$ cat config.mk
export PLATFORM = sky130hd
export DESIGN_NAME = lockstep_cmp
export DESIGN_NICKNAME = d
export VERILOG_FILES = /design/src/rtl/lc_pkg.sv /design/src/rtl/lc_role.sv /design/src/rtl/lc_drive.sv /design/src/rtl/lc_compare.sv /design/src/rtl/lockstep_cmp.sv
export SDC_FILE = /design/constraint.sdc
export NUM_CORES = 1
export LEC_CHECK = 0
export CORE_MARGIN = 1
export CORE_UTILIZATION = 20
export CTS_CLUSTER_SIZE = 28
export DETAILED_ROUTE_END_ITERATION = 10
export HOLD_SLACK_MARGIN = 0.03
export PLACE_DENSITY_LB_ADDON = 0.15
export SKIP_LAST_GASP = 1
export SYNTH_ARGS = -nofsm -noshare
export SYNTH_HDL_FRONTEND = slang
export SYNTH_SLANG_ARGS = --single-unit
export TNS_END_PERCENT = 1
$ cat constraint.sdc
create_clock -name clk -period 1.8 [get_ports clk]
set_input_delay 0.27 -clock clk [delete_from_list [all_inputs] [get_ports clk]]
set_output_delay 0.27 -clock clk [all_outputs]
set_load 0.02 [all_outputs]
$ cat src/rtl/lc_pkg.sv
package lc_pkg;
   typedef enum logic {
      ROLE_MASTER  = 1'b0,
      ROLE_CHECKER = 1'b1
   } role_e;
endpackage

$ cat src/rtl/lc_role.sv
// Role latch: follows the strap while reset is held and freezes once reset is released.
module lc_role
   import lc_pkg::*;
(
   input  logic  clk,
   input  logic  rst_n,
   input  logic  strap_chk,
   output role_e role_q
);
   always_ff @(posedge clk) begin
      if (!rst_n)
         role_q <= strap_chk ? ROLE_CHECKER : ROLE_MASTER;
   end
endmodule

$ cat src/rtl/lc_drive.sv
// Drive gating: exempt bits always follow the core; other bits float in checker role.
module lc_drive #(
   parameter int              WIDTH       = 32,
   parameter logic [WIDTH-1:0] EXEMPT_MASK = '0
) (
   input  logic             is_chk,
   input  logic [WIDTH-1:0] core_oe,
   output logic [WIDTH-1:0] pin_oe
);
   for (genvar i = 0; i < WIDTH; i++) begin : g_bit
      if (EXEMPT_MASK[i]) begin : g_keep
         assign pin_oe[i] = core_oe[i];
      end else begin : g_gate
         assign pin_oe[i] = core_oe[i] & ~is_chk;
      end
   end
endmodule

$ cat src/rtl/lc_compare.sv
// Comparator and registered error flag; STICKY selects the pulse or the hold variant.
module lc_compare #(
   parameter int              WIDTH       = 32,
   parameter logic [WIDTH-1:0] EXEMPT_MASK = '0,
   parameter bit              STICKY      = 1'b0
) (
   input  logic             clk,
   input  logic             rst_n,
   input  logic             is_chk,
   input  logic [WIDTH-1:0] core_out,
   input  logic [WIDTH-1:0] core_oe,
   input  logic [WIDTH-1:0] pin_in,
   output logic             err_q
);
   localparam logic [WIDTH-1:0] CMP_MASK = ~EXEMPT_MASK;

   logic [WIDTH-1:0] diff;
   logic             mism;

   assign diff = (pin_in ^ core_out) & core_oe & CMP_MASK;
   assign mism = is_chk & (|diff);

   if (STICKY) begin : g_hold
      always_ff @(posedge clk) begin
         if (!rst_n) err_q <= 1'b0;
         else        err_q <= err_q | mism;
      end
   end else begin : g_pulse
      always_ff @(posedge clk) begin
         if (!rst_n) err_q <= 1'b0;
         else        err_q <= mism;
      end
   end
endmodule

$ cat src/rtl/lockstep_cmp.sv
module lockstep_cmp
   import lc_pkg::*;
#(
   parameter int              WIDTH       = 32,
   parameter logic [WIDTH-1:0] EXEMPT_MASK = {1'b1, {(WIDTH-2){1'b0}}, 1'b1},
   parameter bit              STICKY      = 1'b0
) (
   input  logic             clk,
   input  logic             rst_n,
   input  logic             strap_chk,
   input  logic [WIDTH-1:0] core_out,
   input  logic [WIDTH-1:0] core_oe,
   input  logic [WIDTH-1:0] pin_in,
   output logic [WIDTH-1:0] pin_oe,
   output logic             chk_err
);
   if (WIDTH < 2) begin : g_bad_width
      $error("lockstep_cmp: WIDTH must be at least 2");
   end
   if (&EXEMPT_MASK) begin : g_bad_mask
      $error("lockstep_cmp: EXEMPT_MASK leaves no bit to compare");
   end

   role_e role_q;
   logic  is_chk;

   assign is_chk = (role_q == ROLE_CHECKER);

   lc_role u_role (
      .clk       (clk),
      .rst_n     (rst_n),
      .strap_chk (strap_chk),
      .role_q    (role_q)
   );

   lc_drive #(.WIDTH(WIDTH), .EXEMPT_MASK(EXEMPT_MASK)) u_drive (
      .is_chk  (is_chk),
      .core_oe (core_oe),
      .pin_oe  (pin_oe)
   );

   lc_compare #(.WIDTH(WIDTH), .EXEMPT_MASK(EXEMPT_MASK), .STICKY(STICKY)) u_cmp (
      .clk      (clk),
      .rst_n    (rst_n),
      .is_chk   (is_chk),
      .core_out (core_out),
      .core_oe  (core_oe),
      .pin_in   (pin_in),
      .err_q    (chk_err)
   );
endmodule

==> run summary <==
=====================================================================================
Clock sink count .......................................................            2
Count of pins over their slew limit ....................................            0
Via-per-instance ratio .................................................         4.30
Peak clock frequency supported by timing ...............................      545 MHz
Number of antenna violations at the first check in global routing ......            0
Net switching power of the design ......................................     0.213 mW
Ratio of cells with drive above 1 in the final layout ..................       0.0423
P_int ..................................................................     0.459 mW
Post-synthesis async set-or-reset flop share ...........................            0
Pre-antenna DRT Iters ..................................................            8
Worst setup SP type ....................................................     register
Yosys Warn Count .......................................................            0
Sequential share of power ..............................................        0.079
Worst setup timing slack at the placement stage ........................    -0.169 ns
Outcome ................................................................ finished with violations
Final critical-path required period ....................................      1.84 ns
Remaining antenna violation count ......................................            0
Total length of routed wires ...........................................      2.99 mm
Crit path setup slack, layout ..........................................   -0.0361 ns
Worst hold-check path type .............................................    in -> out
Top cell type by total area after synthesis ............................       xor2_1
TritonCTS clock tree ...................................................        built
Violations in the final reports ........................................ DRC, setup timing
Most instantiated library cell after synthesis .........................      nor2b_1
Starting Density .......................................................        0.208
Final core occ .........................................................        0.603
Worst IR drop on VDD ...................................................       126 µV
Clock-pin slew of the registers on the worst-case setup and hold paths .      0.04 ns
Largest stage delay on the critical path ...............................      0.63 ns
Crit. End Element ...................................................... primary output
Maximum number of buffers from clock root to sink ......................            2
Max stage delay cell, worst path ....................................... clkdlybuf4s50_1
Final net count ........................................................          313
Combinational group share of total power ...............................        0.755
Buffers added on ports .................................................          123
Remaining global-route overflow ........................................            0
Ant diodes .............................................................            0
Maximum number of pins on one net before global-route repair ...........           19
Setup repair after global routing missed its margin ....................         true
Post-synthesis average cell area .......................................     7.97 µm²
Maximum Capacitance Violations .........................................            0
Switching part of the total ............................................        0.317
Tightest Pin Transition ................................................     0.366 ns
Vias in the first global route .........................................         1098
Number of buffers inserted by post-CTS setup repair ....................            0
Synth top cells by count ............................................... nor2b_1 (30), xor2_1 (29), a22oi_1 (9)
Top cells by area, synth ............................................... xor2_1 (37%), nor2b_1 (27%), a22oi_1 (9.7%), edfxtp_1 (4.3%), a22o_1 (3.8%)
Width of the die .......................................................      60.9 µm
Pwr Total ..............................................................     0.671 mW
Distinct cell type count of the synthesized netlist ....................           14
Master cell of the clock root buffer ...................................     clkbuf_4
Syn Nets ...............................................................          186
Count of flip-flops with a built-in enable after synthesis .............            1
Synthesized netlist cell count .........................................           87
Area share of the largest cell type after synthesis ....................        0.366
Relative contribution of the clock network to total power ..............        0.166
Slew margin rel. .......................................................        0.756
Global-route wire length before repair .................................      4.08 mm
Die Height .............................................................      60.9 µm
Die area ...............................................................     3710 µm²
Syn Std Cell Area ......................................................      693 µm²
Number of hold buffers added after CTS .................................            0
Largest fanout of any net on the critical path .........................           18
# setup viols final ....................................................           22
Core region area .......................................................     3340 µm²
Cell row count .........................................................           21
Arrival time reported for the critical path endpoint ...................      1.57 ns
Num ports ..............................................................          132
H-tree levels ..........................................................            1
Fill cell count ........................................................          312
Register area share after synthesis ....................................       0.0722
TritonCTS buffer count .................................................            3
Global-route total usage across every layer ............................        0.148
Post-detailed-route wirelength per cell ................................      11.5 µm
Initial DRC Count ......................................................           12
Most instantiated flip-flop cell in the synthesis netlist ..............     edfxtp_1
Lkg Pwr ................................................................     0.790 nW
Worst path top cell family by delay .................................... buffers and inverters
Worst clock skew .......................................................   0.00786 ns
Final weighted congestion in routability-driven placement ..............        0.614
Crit path buffers/inverters ............................................            2
Power density over cell area ...........................................   333 nW/µm²
Cell chain of the critical path ........................................ buf_4 > nor2b_1 > clkdlybuf4s50_1
Signed area change from the synthesized netlist to the final layout ....         190%
Clock insertion delay at the later pin of the skew report ..............      0.23 ns
Post-synthesis register bit count ......................................            2
Number of remaining DRC errors .........................................            3
Data required time at the worst endpoint ...............................      1.53 ns
Vias after detailed routing ............................................         1113
Count of final hold-check violations ...................................            0
Category of the most critical setup path ...............................   reg -> out
Layout Cells excl Fill .................................................          259
Share of the clock period used by the worst path .......................         1.02
Sum of net half-perimeters after detailed placement ....................      2.69 mm
Placed cell count ......................................................          255
=====================================================================================
## worst register-to-register path, stage by stage (launching register included)
cell and delay, ns:
edfxtp_1 0.37, buf_4 0.20, o311a_1 0.12
## power groups by stage
stage	logic (mW)	clock network, mW	registers [mW]
6_report	0.507	0.112	0.0528
5_1_grt	0.544	0.117	0.0533
4_1_cts	0.513	0.116	0.0529
3_5_place_dp	0.512	0	0.0535
3_3_place_gp	0.505	0	0.0535
2_1_floorplan	0.183	0	0.0559
## worst paths after layout
check / slack, ns / start / depth (start not counted) / to
max: -0.04 / u_role.role_q$_DFFE_PN_ / 3 / pin_oe[6]
min: 0.54 / core_oe[0] / 0 / pin_oe[0]
max reg2reg: 0.99 / u_role.role_q$_DFFE_PN_ / 2 / u_cmp.err_q$_SDFF_PN0_
min reg2reg: 0.74 / u_role.role_q$_DFFE_PN_ / 2 / u_cmp.err_q$_SDFF_PN0_
## per-layer routing
layer,global-route usage,vias to the layer above,part of all wire
met1,0.113,493,0.30
met5,0,-,0
met4,0.0649,0,0
met2,0.322,67,0.57
met3,0.0490,0,0.13
li1,-,553,-
## area by class of cell
cell class	count	area, µm²	share of cell area
clock buffers	4	26.3	0.0131
inverters	1	3.75	0.00186
multi-input cells	79	613	0.305
well taps	46	57.6	0.0286
repair buffers	127	1260	0.627
flip-flops and latches	2	50.0	0.0249
## flip-flops by register name (all words and copies together) (netlist names)
name	flops
u_cmp.err_q	1
u_role.role_q	1
## placed cells by master, fill, tap and decap left out, types with 2 or more instances in the layout
cell type / Yosys / final
clkbuf_4: 0 / 3
a22o_1: 3 / 3
buf_4: 2 / 4
a22oi_1: 9 / 9
xor2_1: 29 / 29
nor2b_1: 30 / 30
clkdlybuf4s50_1: 0 / 121
nand4_1: 3 / 3
a221oi_1: 2 / 2
## per-stage QoR
step	setup TNS (ns)	area, µm²	hold slack (ns)
finish	-0.329	2010	0.540
global route	-2.16	2010	0.540
detailed placement	-0.169	1990	0.540
global placement	-0.113	1990	0.540
floorplan	0	693	0.369
CTS	-0.843	2010	0.540
## logic make-up after synthesis
| group | Yosys count | share of synthesized area |
|---|---|---|
| flip-flops | 2 | 0.0722 |
| buffers and inverters | 6 | 0.0433 |
| AO/OA/AOI/OAI | 16 | 0.197 |
| XOR/XNOR | 30 | 0.390 |
| AND/OR/NAND/NOR | 33 | 0.298 |
## repair_timing
| item | CTS | global route |
|---|---|---|
| resized for setup | 1 | 1 |
| setup endpoints to repair | 30 | 30 |
| endpoints found under the hold margin | 0 | 0 |
Power figures use the tool's default switching activity.
